File: src/rtl/rdt_pkg.sv
package rdt_pkg;

  typedef enum logic [2:0] {
    OSC_LP_XTAL  = 3'd0,
    OSC_XTAL     = 3'd1,
    OSC_HS_XTAL  = 3'd2,
    OSC_EXT_CLK  = 3'd3,
    OSC_INT_RC   = 3'd4,
    OSC_EXT_RC   = 3'd5,
    OSC_RSVD6    = 3'd6,
    OSC_RSVD7    = 3'd7
  } osc_mode_e;

  // A short delay is allowed only once power-up is over and the clock
  // source needs no start-up time.
  function automatic logic short_delay_ok(input logic first_pwr,
                                          input logic [2:0] mode);
    logic quick_src;
    quick_src = (mode == OSC_EXT_CLK) || (mode == OSC_INT_RC) ||
                (mode == OSC_EXT_RC);
    return quick_src && !first_pwr;
  endfunction

endpackage

File: src/rtl/rdt_evt_merge.sv
module rdt_evt_merge (
  input  logic ext_rst_n_i,
  input  logic wdt_timeout_i,
  input  logic pin_wake_i,
  output logic restart_o
);
  // The pin holds the restart for as long as it is low, so counting
  // begins only after it is released.
  always_comb restart_o = !ext_rst_n_i || wdt_timeout_i || pin_wake_i;
endmodule

File: src/rtl/rdt_pwr_flag.sv
module rdt_pwr_flag (
  input  logic clk,
  input  logic por_i,
  input  logic done_i,
  output logic first_o
);
  always_ff @(posedge clk or posedge por_i) begin
    if (por_i)       first_o <= 1'b1;
    else if (done_i) first_o <= 1'b0;
  end
endmodule

File: src/rtl/rdt_len_sel.sv
module rdt_len_sel
  import rdt_pkg::*;
#(
  parameter int LONG_TICKS  = 576,
  parameter int SHORT_TICKS = 2,
  parameter int CNT_W       = 10
) (
  input  logic             clk,
  input  logic             por_i,
  input  logic             restart_i,
  input  logic             first_i,
  input  logic [2:0]       mode_i,
  output logic [CNT_W-1:0] target_o
);
  localparam logic [CNT_W-1:0] LONG_V  = CNT_W'(LONG_TICKS);
  localparam logic [CNT_W-1:0] SHORT_V = CNT_W'(SHORT_TICKS);

  logic [CNT_W-1:0] pick;
  always_comb pick = short_delay_ok(first_i, mode_i) ? SHORT_V : LONG_V;

  always_ff @(posedge clk or posedge por_i) begin
    if (por_i)          target_o <= LONG_V;
    else if (restart_i) target_o <= pick;
  end
endmodule

File: src/rtl/rdt_counter.sv
module rdt_counter #(
  parameter int CNT_W = 10
) (
  input  logic             clk,
  input  logic             por_i,
  input  logic             restart_i,
  input  logic             tick_i,
  input  logic [CNT_W-1:0] target_i,
  output logic             active_o,
  output logic [CNT_W-1:0] cnt_o,
  output logic             done_o
);
  logic last_tick;
  always_comb last_tick = (cnt_o == target_i - 1'b1);
  always_comb done_o    = active_o && !restart_i && tick_i && last_tick;

  always_ff @(posedge clk or posedge por_i) begin
    if (por_i) begin
      active_o <= 1'b1;
      cnt_o    <= '0;
    end else if (restart_i) begin
      active_o <= 1'b1;
      cnt_o    <= '0;
    end else if (done_o) begin
      active_o <= 1'b0;
      cnt_o    <= '0;
    end else if (active_o && tick_i) begin
      cnt_o    <= cnt_o + 1'b1;
    end
  end
endmodule

File: src/rtl/core_reset_delay.sv
module core_reset_delay #(
  parameter int LONG_TICKS  = 576,
  parameter int SHORT_TICKS = 2
) (
  input  logic       clk,
  input  logic       por_i,
  input  logic       ext_rst_n_i,
  input  logic       wdt_timeout_i,
  input  logic       pin_wake_i,
  input  logic       rc_tick_i,
  input  logic [2:0] osc_mode_i,
  output logic       core_hold_o
);
  localparam int CNT_W = $clog2(LONG_TICKS + 1);

  logic             restart_evt;
  logic             delay_done;
  logic             first_q;
  logic             active_q;
  logic [CNT_W-1:0] target_q;
  logic [CNT_W-1:0] cnt_q;

  rdt_evt_merge u_evt (
    .ext_rst_n_i  (ext_rst_n_i),
    .wdt_timeout_i(wdt_timeout_i),
    .pin_wake_i   (pin_wake_i),
    .restart_o    (restart_evt)
  );

  rdt_pwr_flag u_flag (
    .clk    (clk),
    .por_i  (por_i),
    .done_i (delay_done),
    .first_o(first_q)
  );

  rdt_len_sel #(
    .LONG_TICKS (LONG_TICKS),
    .SHORT_TICKS(SHORT_TICKS),
    .CNT_W      (CNT_W)
  ) u_len (
    .clk      (clk),
    .por_i    (por_i),
    .restart_i(restart_evt),
    .first_i  (first_q),
    .mode_i   (osc_mode_i),
    .target_o (target_q)
  );

  rdt_counter #(.CNT_W(CNT_W)) u_cnt (
    .clk      (clk),
    .por_i    (por_i),
    .restart_i(restart_evt),
    .tick_i   (rc_tick_i),
    .target_i (target_q),
    .active_o (active_q),
    .cnt_o    (cnt_q),
    .done_o   (delay_done)
  );

  always_comb core_hold_o = active_q;
endmodule

File: config.mk
export PLATFORM = sky130hd
export DESIGN_NAME = core_reset_delay
export DESIGN_NICKNAME = d
export VERILOG_FILES = /design/src/rtl/rdt_pkg.sv /design/src/rtl/rdt_evt_merge.sv /design/src/rtl/rdt_pwr_flag.sv /design/src/rtl/rdt_len_sel.sv /design/src/rtl/rdt_counter.sv /design/src/rtl/core_reset_delay.sv
export SDC_FILE = /design/constraint.sdc
export NUM_CORES = 1
export LEC_CHECK = 0
export BUFFER_PORTS_ARGS = -buffer_cell sky130_fd_sc_hd__buf_2
export CAP_MARGIN = 20
export CORE_AREA = 3 3 46 48
export CTS_CLUSTER_SIZE = 30
export DETAILED_ROUTE_END_ITERATION = 12
export DIE_AREA = 0 0 49 51
export PLACE_DENSITY = 0.73
export SETUP_SLACK_MARGIN = 0.15
export SLEW_MARGIN = 5
export SYNTH_ARGS = -nofsm -noshare
export SYNTH_HDL_FRONTEND = slang
export SYNTH_SLANG_ARGS = --single-unit
File: constraint.sdc
create_clock -name clk -period 2.5 [get_ports clk]
set_input_delay 0.125 -clock clk [delete_from_list [all_inputs] [get_ports clk]]
set_output_delay 0.125 -clock clk [all_outputs]
set_load 0.01 [all_outputs]
### Word level (Yosys, flattened, before mapping)

Cells that the tools add are included.
W data, S select, Z words.

* reduce and logical (&&, ||, !) cells: 14
* eq/ne operators: 4
* $add $sub $neg: 2
* multiplexer cells: 6

Operators with widths (count)
* $mux W10: 4
* $add A10 B1 Y10 const B: 1
* $eq A10 B10 Y1: 1
* $sub A10 B1 Y10 const B: 1
* $eq A3 B3 Y1 const B: 2
* $logic_and A1 B1 Y1: 5
* $logic_or A1 B1 Y1: 4
* $eq A3 B2 Y1 const B: 1
* $logic_not A1 Y1: 3
* $reduce_bool A3 Y1: 1
* $mux W1: 2
* $reduce_bool A2 Y1: 1

* register bits after elaboration: 22

### Logic depth before layout (Yosys ltp)

* depth in word-level cells: 9
* gate-level depth with buffers: 7

### Cells and area by module

A second synthesis with hierarchy kept.

* cell total of the unflattened synthesis: 134
* area total of the unflattened synthesis: 1311.3 um^2

Modules (own cells, without submodules)
* rdt_counter: area an instance 1093.5 um^2, instances 1, cells each 112
* rdt_len_sel: area an instance 165.2 um^2, instances 1, cells each 18
* rdt_pwr_flag: area an instance 43.8 um^2, instances 1, cells each 3
* rdt_evt_merge: area an instance 8.8 um^2, instances 1, cells each 1

### Worst setup path after synthesis

OpenSTA, ideal clock, no wires.

* path type: register to register
* from: register u_len.target_o[6]
* to: register u_cnt.cnt_o[2]
* path buffers: 1
* data arrival time: 1.646 ns
* stages on the path, launching flop included: 8
* path slack: 0.734 ns
* setup time: 0.120 ns
* cell sequence: dfstp_2 -> inv_1 -> ha_1 -> or3_1 -> a211oi_1 -> and3_1 -> buf_6 -> nor3_1

* word-level cells in the longest chain between the ends: 5
* elaborated cells on any way between the ends: 6
* classes of those cells: add/sub (1); eq/ne (1); mux (2); reduce/logical (2)

Ends and longest elaborated chain
* from (decl): line rdt_len_sel.sv:13 `output logic [CNT_W-1:0] target_o`
* from (signal assigned): line rdt_len_sel.sv:23 `else if (restart_i) target_o <= pick;`
* $sub A10 B1 Y10 *: line rdt_counter.sv:14 `always_comb last_tick = (cnt_o == target_i - 1'b1);`
* $eq A10 B10 Y1 *: line rdt_counter.sv:14
* $logic_and A1 B1 Y1 *: line rdt_counter.sv:15 `always_comb done_o = active_o && !restart_i && tick_i && last_tick;`
* $mux W10: line rdt_counter.sv:24 `end else if (done_o) begin`
* $mux W10: line rdt_counter.sv:21 `end else if (restart_i) begin`
* to (signal assigned): line rdt_counter.sv:28 `cnt_o <= cnt_o + 1'b1;`
* to (decl): line rdt_counter.sv:10 `output logic [CNT_W-1:0] cnt_o,`

Mark *: on every way between the ends. The rest lies on a longest branch, timed or not.
A chain may end at the register's enable or synchronous reset.

### Final worst setup path

* from: register u_len.target_o[6]
* to: register u_cnt.cnt_o[7]

The elaborated chain is that of the path after synthesis.

==> impl_metrics.yaml <==
outcome:
  status: "finished, final reports clean"
global_route:
  grt_pass1_wl_mm: 2.86
  grt_busiest_layer: "met2"
  grt_use_met1_pct: 19.0
  grt_pass1_vias: 638
  use_met2_pct: 24.4
  use_met3_pct: 4.37
  antenna_found_initial: 0
  grt-ovfl-total: 0
  grt_max_degree: 17
  grtUsageTotal_pct: 14.9
routing:
  via_per_inst: 5.41
  drtAntennaViolNets: 0
  drc: 0
  firstDrtPassIters: 4
  drt-total-wl_mm: 1.51
  drtIter0Drc: 10
  route.vias.total: 638
  wl_per_cell_um: 12.8
layout:
  fillerInstances: 168
  instances_no_fill: 118
  nNetsFinal: 106
  design_area_um2: 932
  antenna_cells: 0
  area_growth_pct: 10.4
  drive_above_1_share_pct: 23.7
  layout_commonest_cell: "dfrtp_1"
  final_util_pct: 53.4
  final_cell_mix: "dfrtp_1, buf_2, nor3_1"
cts:
  clk_pin_slew_ns: 0.08
  cts_tree: "done"
  cts_buffer_depth: 2
  cts_root_buf: "clkbuf_4"
  cts_setup_buffers: 0
  htree_levels: 1
  cts.sinks: 14
  clk_latency_ns: 0.28
  cts-buffers-inserted: 3
critical_path:
  endpoint_kind: "flip-flop"
  critPathBufInv: 1
  crit_family: "simple AND/OR/NAND/NOR gates"
  critical_path.slowest_cell: "dfstp_2"
  max_stage_delay_ns: 0.52
  path_max_fanout: 10
  cp-start-kind: "flip-flop"
  worstRegToRegCells: 6
  worstPathArrival_ns: 2.18
  worstReg2RegStart: "u_len.target_o[6]"
  worst_r2r_endpoint: "u_cnt.cnt_o[7]"
  critical_path_class: "flip-flop to flip-flop"
  startpoint: "u_len.target_o[6]"
  r2r_slack_ns: 0.45
  cp.required_ns: 2.63
  cp_cell_sequence: "inv_1 > ha_1 > or3_1 > a211oi_1 > and3_1 > nor3_1"
timing:
  drv_slew: 0
  finClkSkew_ns: 0.00760
  slew_headroom_pct: 65.6
  final_hold_viol_count: 0
  setup-tns-final_ns: 0
  finalSetupViolCount: 0
  layout_setup_ws_ns: 0.451
  fmax_mhz: 488
  worst_slew_pin_slew_ns: 0.516
  finalCritPeriodShare_pct: 81.9
  rsz0062_at_grt: "false"
  period_needed_ns: 2.05
logic_synthesis:
  synth_flop_cell: "dfrtp_1"
  synth_edf_count: 0
  seq_area_frac_synth_pct: 41.9
  yosys_warnings: 0
  synthCells: 82
  syn-cell-area_um2: 845
  syn_nets: 94
  post_synth.cell_area_avg_um2: 10.3
  synthArstFlopShare_pct: 100
  synth_seq_cells: 14
  ys_types: 35
floorplanning:
  row_count: 15
  die_area_mm2: 0.00250
  dieWidth_um: 49
  start_util_pct: 48.4
  coreArea_mm2: 0.00175
  dieHeight_um: 51
  ios: 10
place:
  placed_cells: 113
  gp_congestion: 0.789
  place_hpwl_mm: 1.18
  dpl-instance-area_um2: 896
  place_ws_ns: 0.456
  port_buffers: 9
power_and_ir_drop:
  p_switching_uw: 95.5
  irDropWorstVdd_v: 0.000262
  power.leakage_uw: 0.000406
  pwr-share-seq_pct: 57.4
  swShare_pct: 23.3
  p_comb_share_pct: 10.8
  cellPowerDensity_mw_per_mm2: 439
  power.internal_uw: 314
  power_frac_clock_pct: 31.8
worst_hold_path:
  hold-path-endpoint: "u_cnt.active_o"
  holdCritStartpoint: "pin_wake_i"
  hp-class: "input port to flip-flop"
  whs_path_depth: 4
job:
  drv_cap: 0
## flip-flops by register name, summed over array words and instances (netlist names)
signal / count
u_len.target_o: 2
u_cnt.cnt_o: 10
u_cnt.active_o: 1
u_flag.first_o: 1
## kinds of logic after synthesis
kind of cell	share of synthesized area, %
DFF	41.9
muxes	1.33
xor gates and xnor gates	10.4
AOI/OAI and AO/OA	16.9
adders and majority gates	4.44
and+or+nand+nor	19.4
buffers and inverters	5.63
## worst reg2reg max path, delay by kind of cell, from the launching register on
kind | cells | cell delay, ns
flip-flops | 1 | 0.52
AND/OR/NAND/NOR | 3 | 0.88
adder cells (fa/ha/maj) | 1 | 0.18
AO/OA/AOI/OAI | 1 | 0.27
buffers and inverters | 1 | 0.06
## per-layer routing
metal,share of wire [%],wire length (um),up-vias
met5,0,0,-
met4,0.40,6,0
met1,45,679,303
met3,4.6,69,2
met2,50,753,13
li1,-,-,320
## repair_timing
action                     in CTS  in global routing
resized for setup               0                  0
hold endpoints to repair       11                  0
hold buffers                    1                  0
setup endpoints to repair       0                  0
## synthesized netlist by cell type (all sizes together) (4+ instances only)
| library cell | count | area [um2] |
|---|---|---|
| xor2 | 7 | 61.3 |
| nor3 | 8 | 40.0 |
| inv | 4 | 15.0 |
| dfrtp | 11 | 275 |
## area by class of cell
cell class              count  area, um2  area share [%]
clock buffers               4       26.3            2.82
inverters                   4       15.0            1.61
flip-flops and latches     14        354            38.0
multi-input cells          60        443            47.5
well taps                  25       31.3            3.36
repair buffers             11       62.6            6.71
## how the worst max path moves through the flow
stage,end,cells past startpoint
6_report,u_cnt.cnt_o[7],6
5_1_grt,u_cnt.cnt_o[7],6
4_1_cts,u_cnt.cnt_o[7],6
3_5_place_dp,u_cnt.cnt_o[7],6
3_3_place_gp,u_cnt.cnt_o[9],6
2_1_floorplan,u_cnt.cnt_o[2],7
## stage by stage
stage | hold WS [ns] | power [uW]
2_1_floorplan | 0.0121 | 271
3_3_place_gp | 0.192 | 282
3_5_place_dp | 0.187 | 284
4_1_cts | 0.192 | 418
5_1_grt | 0.217 | 435
6_report | 0.202 | 409
## power groups by stage
stage	clock [uW]	combinational (uW)	sequential, uW
after global routing	148	51.1	236
after CTS	138	45.6	235
after global placement	0	43.0	239
final	130	44.3	235
after detailed placement	0	44.4	239
after floorplan	0	33.2	238
No activity file was read; power rests on OpenSTA's default activity.
